==> config.mk <==
export PLATFORM = sky130hd
export DESIGN_NAME = fc_credit_gate
export DESIGN_NICKNAME = d
export VERILOG_FILES = /design/src/rtl/fc_pkg.sv /design/src/rtl/fc_init_fsm.sv /design/src/rtl/fc_credit_slot.sv /design/src/rtl/fc_credit_gate.sv
export SDC_FILE = /design/constraint.sdc
export NUM_CORES = 1
export LEC_CHECK = 0
export ABC_AREA = 1
export BUFFER_PORTS_ARGS = -buffer_cell sky130_fd_sc_hd__buf_2
export CAP_MARGIN = 10
export CORE_UTILIZATION = 30
export DETAILED_ROUTE_END_ITERATION = 7
export HOLD_SLACK_MARGIN = 0.02
export PLACE_DENSITY_LB_ADDON = 0.3
export SLEW_MARGIN = 20
export SYNTH_ARGS = -nofsm -noshare
export SYNTH_HDL_FRONTEND = slang
export SYNTH_SLANG_ARGS = --single-unit
export TNS_END_PERCENT = 10
==> constraint.sdc <==
create_clock -name clk -period 9.6 [get_ports clk]
set_input_delay 1.92 -clock clk [delete_from_list [all_inputs] [get_ports clk]]
set_output_delay 1.92 -clock clk [all_outputs]
set_load 0.03 [all_outputs]
==> src/rtl/fc_pkg.sv <==
// Package: shared encodings for the credit gate.
// Assumes: records are decoded upstream into kind/category/value.
package fc_pkg;
    typedef enum logic [1:0] {
        ST_IDLE   = 2'd0,
        ST_INIT1  = 2'd1,
        ST_INIT2  = 2'd2,
        ST_ACTIVE = 2'd3
    } fc_state_e;

    typedef enum logic [1:0] {
        RK_PHASE1 = 2'd0,
        RK_PHASE2 = 2'd1,
        RK_UPDATE = 2'd2,
        RK_RSVD   = 2'd3
    } rec_kind_e;

    localparam int NUM_CAT = 3;
endpackage

==> src/rtl/fc_init_fsm.sv <==
// Module: fc_init_fsm
// Tracks the two-phase start-up of one channel: IDLE -> INIT1 on a restart,
// INIT1 -> INIT2 once phase-one values for all categories arrived,
// INIT2 -> ACTIVE on a phase-two record.
// Assumes: rec_* are only meaningful with rec_valid; category 3 is reserved.
module fc_init_fsm
    import fc_pkg::*;
#(
    parameter int NCAT = NUM_CAT
) (
    input  logic            clk,
    input  logic            rst_n,
    input  logic            init_start,
    input  logic            rec_valid,
    input  logic [1:0]      rec_kind,
    input  logic [1:0]      rec_cat,
    output fc_state_e       state
);
    localparam logic [NCAT-1:0] ALL_SEEN = {NCAT{1'b1}};

    logic [NCAT-1:0] seen_q;
    logic [NCAT-1:0] seen_nx;
    logic            p1_hit;
    logic            p2_hit;

    // Decode which record kinds are relevant to the current state.
    always_comb begin
        p1_hit  = rec_valid && (rec_kind == RK_PHASE1) && (state == ST_INIT1)
                  && (int'(rec_cat) < NCAT);
        p2_hit  = rec_valid && (rec_kind == RK_PHASE2) && (state == ST_INIT2);
        seen_nx = seen_q;
        if (p1_hit) seen_nx[rec_cat] = 1'b1;
    end

    // State and seen-category register.
    always_ff @(posedge clk) begin
        if (!rst_n) begin
            state  <= ST_IDLE;
            seen_q <= '0;
        end else if (init_start) begin
            state  <= ST_INIT1;
            seen_q <= '0;
        end else begin
            seen_q <= seen_nx;
            if (state == ST_INIT1 && seen_nx == ALL_SEEN) state <= ST_INIT2;
            else if (p2_hit)                              state <= ST_ACTIVE;
        end
    end

    // ACTIVE is only ever entered from INIT2.
    a_r4_active_from_init2: assert property (@(posedge clk) disable iff (!rst_n)
        (state == ST_ACTIVE && $past(state) != ST_ACTIVE && !$past(init_start))
        |-> $past(state) == ST_INIT2);

    // INIT2 is only entered from INIT1.
    a_r3_init2_from_init1: assert property (@(posedge clk) disable iff (!rst_n)
        (state == ST_INIT2 && $past(state) != ST_INIT2) |-> $past(state) == ST_INIT1);
endmodule

==> src/rtl/fc_credit_slot.sv <==
// Module: fc_credit_slot
// Holds the advertised limit and the consumed count of one credit category,
// both modulo 2^CNT_W, and reports the credit left or an unlimited flag.
// Assumes: take_amt never exceeds avail unless unlimited (the grant logic
// guarantees this); clear has priority over every load.
module fc_credit_slot #(
    parameter int CNT_W = 8
) (
    input  logic             clk,
    input  logic             rst_n,
    input  logic             clear,
    input  logic             ld_init,
    input  logic             ld_upd,
    input  logic [CNT_W-1:0] val,
    input  logic             take,
    input  logic [CNT_W-1:0] take_amt,
    output logic [CNT_W-1:0] avail,
    output logic             unlimited
);
    localparam logic [CNT_W-1:0] HALF = CNT_W'(1) << (CNT_W - 1);

    logic [CNT_W-1:0] limit_q;
    logic [CNT_W-1:0] used_q;
    logic [CNT_W-1:0] delta;
    logic             forward;

    // Credit left and direction of a proposed update.
    always_comb begin
        avail   = limit_q - used_q;
        delta   = val - limit_q;
        forward = (delta != '0) && (delta < HALF);
    end

    // Limit and unlimited flag: set at init, raised only forward by updates.
    always_ff @(posedge clk) begin
        if (!rst_n || clear) begin
            limit_q   <= '0;
            unlimited <= 1'b0;
        end else if (ld_init) begin
            limit_q   <= val;
            unlimited <= (val == '0);
        end else if (ld_upd && !unlimited && forward) begin
            limit_q   <= val;
        end
    end

    // Consumed count: restarts at init, advances by each granted need.
    always_ff @(posedge clk) begin
        if (!rst_n || clear || ld_init) used_q <= '0;
        else if (take && !unlimited)    used_q <= used_q + take_amt;
    end

    // a grant never takes more than the credit left.
    a_r6_take_within_avail: assert property (@(posedge clk) disable iff (!rst_n)
        take |-> (unlimited || take_amt <= avail));

    // a backward or null update leaves the limit alone.
    a_r8_backward_ignored: assert property (@(posedge clk) disable iff (!rst_n)
        (ld_upd && !clear && !ld_init && !forward) |=> $stable(limit_q));

    // an unlimited category stays unlimited until cleared or reloaded.
    a_r7_unlimited_sticky: assert property (@(posedge clk) disable iff (!rst_n)
        (unlimited && !clear && !ld_init) |=> unlimited);
endmodule

==> src/rtl/fc_credit_gate.sv <==
// Module: fc_credit_gate (top)
// Credit gate for one virtual channel: start-up sequencing, one credit slot
// per category, and the same-cycle grant decision for the pending packet.
// Assumes: pkt_* may change every cycle; a granted packet is taken by the
// link layer in that same cycle.
module fc_credit_gate
    import fc_pkg::*;
#(
    parameter int CNT_W = 8
) (
    input  logic             clk,
    input  logic             rst_n,
    input  logic             init_start,
    input  logic             rec_valid,
    input  logic [1:0]       rec_kind,
    input  logic [1:0]       rec_cat,
    input  logic [CNT_W-1:0] rec_credits,
    input  logic             pkt_valid,
    input  logic [1:0]       pkt_cat,
    input  logic [CNT_W-1:0] pkt_need,
    output logic             pkt_grant,
    output logic [1:0]       fc_state
);
    fc_state_e          state;
    logic [CNT_W-1:0]   avail    [NUM_CAT];
    logic [NUM_CAT-1:0] unlim;
    logic [NUM_CAT-1:0] ok;

    fc_init_fsm #(.NCAT(NUM_CAT)) u_fsm (
        .clk        (clk),
        .rst_n      (rst_n),
        .init_start (init_start),
        .rec_valid  (rec_valid),
        .rec_kind   (rec_kind),
        .rec_cat    (rec_cat),
        .state      (state)
    );

    for (genvar c = 0; c < NUM_CAT; c++) begin : g_cat
        logic ld_init, ld_upd, take;

        // Route records and grants to this category's slot.
        always_comb begin
            ld_init = rec_valid && rec_kind == RK_PHASE1 && state == ST_INIT1
                      && rec_cat == 2'(c);
            ld_upd  = rec_valid && rec_kind == RK_UPDATE && state == ST_ACTIVE
                      && rec_cat == 2'(c);
            take    = pkt_grant && pkt_cat == 2'(c);
            ok[c]   = unlim[c] || (avail[c] >= pkt_need);
        end

        fc_credit_slot #(.CNT_W(CNT_W)) u_slot (
            .clk       (clk),
            .rst_n     (rst_n),
            .clear     (init_start),
            .ld_init   (ld_init),
            .ld_upd    (ld_upd),
            .val       (rec_credits),
            .take      (take),
            .take_amt  (pkt_need),
            .avail     (avail[c]),
            .unlimited (unlim[c])
        );
    end

    // Grant decision for the pending packet.
    always_comb begin
        pkt_grant = 1'b0;
        if (pkt_valid && state == ST_ACTIVE && int'(pkt_cat) < NUM_CAT)
            pkt_grant = ok[pkt_cat];
    end

    assign fc_state = state;

    // the cycle after a restart the gate is closed.
    a_r2_closed_after_restart: assert property (@(posedge clk) disable iff (!rst_n)
        $past(init_start) |-> !pkt_grant);

    // reserved category is never granted.
    a_r5_no_rsvd_grant: assert property (@(posedge clk) disable iff (!rst_n)
        (pkt_cat == 2'd3) |-> !pkt_grant);
endmodule

After elaboration in Yosys (flattened, before gate mapping). Index checks and enable logic that the tools add are counted. W data, S select, Z words.

Output and inout bits: 3. Bits in registers: 56. Logic and storage cells: 115. Input port bits: 27.

Bitwise gates (word level): 2. Mux-type cells: 15. $add $sub $neg: 9. Order comparisons: 11. Equal/unequal tests: 10. Reduce and logical (&&, ||, !) cells: 56.

Operator list (count): $mux W8 (6); $sub A8 B8 Y8 (6); $logic_and A1 B1 Y1 (32); $add A8 B8 Y8 (3); $ge A8 B8 Y1 (3); $lt A8 B8 Y1 const B (3); $reduce_bool A8 Y1 (3); $eq A2 B2 Y1 const B (5); $eq A2 B1 Y1 const B (4); $logic_not A8 Y1 (1); $reduce_bool A2 Y1 (4); $logic_or A1 B1 Y1 (7); $logic_not A2 Y1 (3); $lt A2 B3 Y1 const B (2); $logic_not A1 Y1 (4); $lt A2 B2 Y1 const B (2); $mux W1 (4); $mux W2 (2); $eq A3 B3 Y1 const B (1); $mux W3 (1); $or A3 B3 Y3 (1); $reduce_bool A3 Y1 (1); $bmux W1 S2 (1); $demux W1 S2 (1); 3 further kinds (3).

Logic depth before layout (Yosys ltp).
Depth after elaboration: 10. Gate-level depth with buffers: 23. Mapped depth without buffers: 22.

By module. Synthesis repeated with hierarchy kept, for this count alone.

Cells, all modules: 931. Area, all modules: 6110.9 µm².

By module, submodules not included: fc_credit_slot (g_cat[1].u_slot ...) (cells an instance 255, area each 1679.1 µm², times used 2, sequential area each 340.3 µm²); fc_credit_slot (g_cat[0].u_slot) (cells an instance 255, area each 1750.4 µm², times used 1, sequential area each 340.3 µm²); fc_credit_gate (cells an instance 131, area each 762.0 µm², times used 1, sequential area each 0.0 µm²); fc_init_fsm (cells an instance 35, area each 240.2 µm², times used 1, sequential area each 100.1 µm²).

Worst setup path after synthesis. Ideal clock, no wire load.

Path type: input -> output. From: input port pkt_need[1]. To: output port pkt_grant. Data arrival time: 3432 ps. Data required time: 7680 ps. Stages: 12. Buffers on the path: 1. Setup slack: 4248 ps. Path through: inv_1 ha_1 o21ai_1 nand2_1 nand2_1 nand2_1 nand2_1 nand2_1 nand2_1 a21oi_1 clkbuf_1 and2_1.

Longest elaborated chain between the ends: 5. Elaborated cells on any way between the ends: 9. Classes of those cells: 3 x order compare; 3 x mux; 3 x reduce/logical.

RTL lines: start, declared (RTL line fc_credit_gate.sv:20) `input logic [CNT_W-1:0] pkt_need,`; $ge A8 B8 Y1 (RTL line fc_credit_gate.sv:49) `ok[c] = unlim[c] || (avail[c] >= pkt_need);`; $logic_or A1 B1 Y1 (RTL line fc_credit_gate.sv:49); $bmux W1 S2 * (RTL line fc_credit_gate.sv:70) `pkt_grant = ok[pkt_cat];`; $mux W1 (implied by the code) * (RTL line fc_credit_gate.sv:70); $mux W1 * (RTL line fc_credit_gate.sv:69) `if (pkt_valid && state == ST_ACTIVE && int'(pkt_cat) < NUM_CAT)`; end, declared (RTL line fc_credit_gate.sv:21) `output logic pkt_grant,`.

Mark *: on every way between the ends. The rest lies on a longest branch, timed or not. The select of a mux whose other input is x is not followed.

Worst setup path in the final report. Ends and elaborated chain as after synthesis.

==> results.cfg <==
[worst_setup_path]
critical_path_depth = 15
worstSetupPathType = in -> out
slowest_stage = nand2_1
crit_required_ns = 7.68
path_cells = buf_2 > inv_1 > ha_1 > nand2_1 > nand2_1 > nand2_1 > nand2_1 > nand2_1 > nand2_1 > nand2_1 > nand2_1 > nand2_1 > nand2_1 > and2_1 > buf_2
crit_family = simple AND/OR/NAND/NOR gates
end_kind = output port
startpoint = pkt_need[1]
crit_path_frequent_cell = nand2_1
reg2reg_depth = 19
arrival_ns = 4.07
crit_end = pkt_grant
worstReg2RegEnd = g_cat[0].u_slot.used_q[6]$_SDFFE_PP0P_
crit_fanout = 21
start_kind = input port
path_buf_inv = 3
critPathMaxStageDelay_ns = 0.44
worstReg2RegStart = g_cat[1].u_slot.used_q[2]$_SDFFE_PP0P_
rrSetupSlack_ns = 5.98

[clock_network]
cts_tree = done
path_clk_slew_ns = 0.08
cts_buffers = 5
holdBufCountCts = 0
clock_sinks = 56
cts_buffer_depth = 2
clk_latency_ns = 0.31
root_buffer = clkbuf_16
ctsResizeCount = 0
ctsHtreeMaxLevel = 2
postCtsSetupRepairBufs = 0

[power_and_ir_drop]
powerDensity_nw_per_um2 = 82.1
leakage_nw = 3.26
pwr-share-clk = 0.373
comb_power_share = 0.179
power.internal_mw = 0.363
irDropWorstVdd_uv = 58.6
p_sw_frac = 0.303
p_switching_mw = 0.158
p_seq_frac = 0.448

[global_route]
first_global_vias = 5043
grtUsageTotal = 0.166
antenna_found_initial = 0
grt_pass1_wl_microns = 25500
overflow = 0
grt_max_degree = 29

[sta]
relSlewSlack = 0.506
drv_slew = 0
final_hold_viol_count = 0
worst_pin_slew_ns = 0.739
fin_crit_sh = 0.623
setup_viol = 0
finalCriticalPeriod_ns = 5.99
rsz0062_at_grt = no
fin_skew_ns = 0.00687
fmax_mhz = 167
fin_setup_tns_ns = 0

[layout]
ff_latch_area_sq_um = 1120
multi_input_area_sq_um = 4010
syn_to_final_growth_pct = 9.43
num_antenna_cells = 0
fin_area_sq_um = 6340
drive_above_1_share = 0.0626
fin_nets = 1016
fill_cells = 2077
final_cell_mix = nand2_1 (201), inv_1 (138), ha_1 (87), a21oi_1 (82), nor2_1 (76)
layout_commonest_cell = nand2_1

[yosys]
syn_area_sq_um = 5800
netlist_instances = 871
synth_cell_types = 37
synth_fp_nets = 994
ys_seq_area_frac = 0.193
yosysWarnings = 0
avgSynthCellArea_sq_um = 6.66
synth-seq-cells = 56

[floorplanning]
initial_utilization = 0.308
ios = 30
rows = 50
core_area_sq_um = 18800
die_area_sq_um = 19900
fp.dieW_microns = 141
fp.dieH_microns = 141

[route]
dr.pass1.iters = 5
drtIter0Drc = 319
via_per_inst = 4.61
finalWirelength_microns = 15600
routed-via-count = 5325
drc = 0
ant_nets = 0
wl_per_cell_microns = 13.5

[worst_hold_path]
hp-class = reg -> reg
min_path_cells = 2

[job]
cap_violations = 0

[placement]
dp_hpwl_microns = 12700
gp_congestion = 0.868
port_buffers = 29
place_area_sq_um = 6200

[status]
status = completed
-- per-stage QoR --
stage | util | total power [mW] | instances | hold WS [ns] | setup WS (ns)
3_3_place_gp | 0.329 | 0.332 | 1146 | 0.440 | 3.66
6_report | 0.337 | 0.521 | 1154 | 0.456 | 3.61
3_5_place_dp | 0.329 | 0.333 | 1146 | 0.441 | 3.62
4_1_cts | 0.337 | 0.527 | 1154 | 0.453 | 3.61
5_1_grt | 0.337 | 0.552 | 1154 | 0.499 | 3.33
2_1_floorplan | - | 0.302 | 871 | 0.430 | 4.25
-- worst register-to-register path, stage by stage, from the launching register on --
cell,delay (ns)
dfxtp_1,0.38
inv_1,0.08
ha_1,0.35
nand3_1,0.09
nand2_1,0.10
a21oi_1,0.07
o21ai_0,0.26
nand2_1,0.08
nand2_1,0.10
a21oi_1,0.08
xor2_1,0.14
ha_1,0.31
nand2_1,0.05
inv_1,0.05
nand2_1,0.04
nand2_1,0.54
nand3_1,0.51
nand2_1,0.17
clkinv_1,0.07
nor2_1,0.09
-- worst min path at each step --
stage,start,end
3_5_place_dp,u_fsm.seen_q[1]$_SDFF_PP0_,u_fsm.seen_q[1]$_SDFF_PP0_
3_3_place_gp,u_fsm.seen_q[1]$_SDFF_PP0_,u_fsm.seen_q[1]$_SDFF_PP0_
5_1_grt,u_fsm.seen_q[0]$_SDFF_PP0_,u_fsm.seen_q[0]$_SDFF_PP0_
6_report,u_fsm.seen_q[1]$_SDFF_PP0_,u_fsm.seen_q[1]$_SDFF_PP0_
2_1_floorplan,u_fsm.seen_q[1]$_SDFF_PP0_,u_fsm.seen_q[1]$_SDFF_PP0_
4_1_cts,u_fsm.seen_q[1]$_SDFF_PP0_,u_fsm.seen_q[1]$_SDFF_PP0_
-- routing by layer --
| metal | vias up | GRT usage | wire length [microns] |
|---|---|---|---|
| li1 | 2863 | - | - |
| met1 | 2378 | 0.223 | 7920 |
| met2 | 75 | 0.281 | 7050 |
| met3 | 9 | 0.0207 | 430 |
| met4 | 0 | 0.0418 | 161 |
| met5 | - | 0 | 0 |
-- logic make-up after synthesis --
logic type | share of synthesized area
AO/OA/AOI/OAI | 0.0993
XOR/XNOR | 0.0725
flip-flops | 0.193
AND/OR/NAND/NOR | 0.301
adder cells (fa/ha/maj) | 0.219
buffers and inverters | 0.115
-- state kept, by name, indices dropped and copies added (netlist names) --
name / count
g_cat.u_slot.limit_q: 24
g_cat.u_slot.used_q: 24
g_cat.u_slot.unlimited: 3
u_fsm.seen_q: 3
u_fsm.state: 2
-- cell usage after synthesis --
| master | number | share of area |
|---|---|---|
| xnor2_1 | 20 | 0.030 |
| nand4_1 | 32 | 0.035 |
| nand3_4 | 2 | 0.0060 |
| inv_2 | 7 | 0.0045 |
| fa_1 | 9 | 0.031 |
| a211oi_2 | 1 | 0.0022 |
| xor2_1 | 28 | 0.042 |
| nor3_1 | 2 | 0.0017 |
| o211ai_1 | 1 | 0.0013 |
| a31oi_1 | 3 | 0.0032 |
| o21a_1 | 3 | 0.0039 |
| buf_6 | 1 | 0.0019 |
| clkinv_1 | 10 | 0.0065 |
| nor4_2 | 1 | 0.0022 |
| nor4_1 | 4 | 0.0043 |
| o21ai_0 | 13 | 0.011 |
| or4_1 | 1 | 0.0013 |
| and2_1 | 1 | 0.0011 |
| inv_1 | 138 | 0.089 |
| or2_0 | 1 | 0.0011 |
| nor3_4 | 1 | 0.0028 |
| or2_1 | 5 | 0.0054 |
| o22ai_1 | 1 | 0.0011 |
| dfxtp_1 | 56 | 0.19 |
| nand2_1 | 201 | 0.13 |
| o21bai_1 | 3 | 0.0039 |
| ha_1 | 87 | 0.19 |
| o21ai_1 | 1 | 0.00086 |
| a21oi_1 | 83 | 0.072 |
| buf_2 | 1 | 0.00086 |
| nand3b_1 | 3 | 0.0039 |
| buf_4 | 5 | 0.0065 |
| nand3_1 | 56 | 0.048 |
| nor2_1 | 76 | 0.049 |
| nor3_2 | 2 | 0.0035 |
| nand3_2 | 3 | 0.0052 |
| clkbuf_1 | 9 | 0.0058 |
-- area by class of cell --
type                       count  share of cell area
sequential                    56               0.177
tap                          260              0.0513
inverter                     155              0.0917
clock inverter                 2             0.00256
multi-input combinational    644               0.632
clock buffer                   6              0.0203
timing repair buffer          31              0.0252
-- power groups by stage --
stage | logic (mW) | registers, mW | clock network, mW
2_1_floorplan | 0.0630 | 0.239 | 0
3_3_place_gp | 0.0926 | 0.239 | 0
3_5_place_dp | 0.0936 | 0.239 | 0
4_1_cts | 0.0940 | 0.234 | 0.199
5_1_grt | 0.107 | 0.234 | 0.212
6_report | 0.0933 | 0.233 | 0.194
No activity file was read; power rests on OpenSTA's default activity.
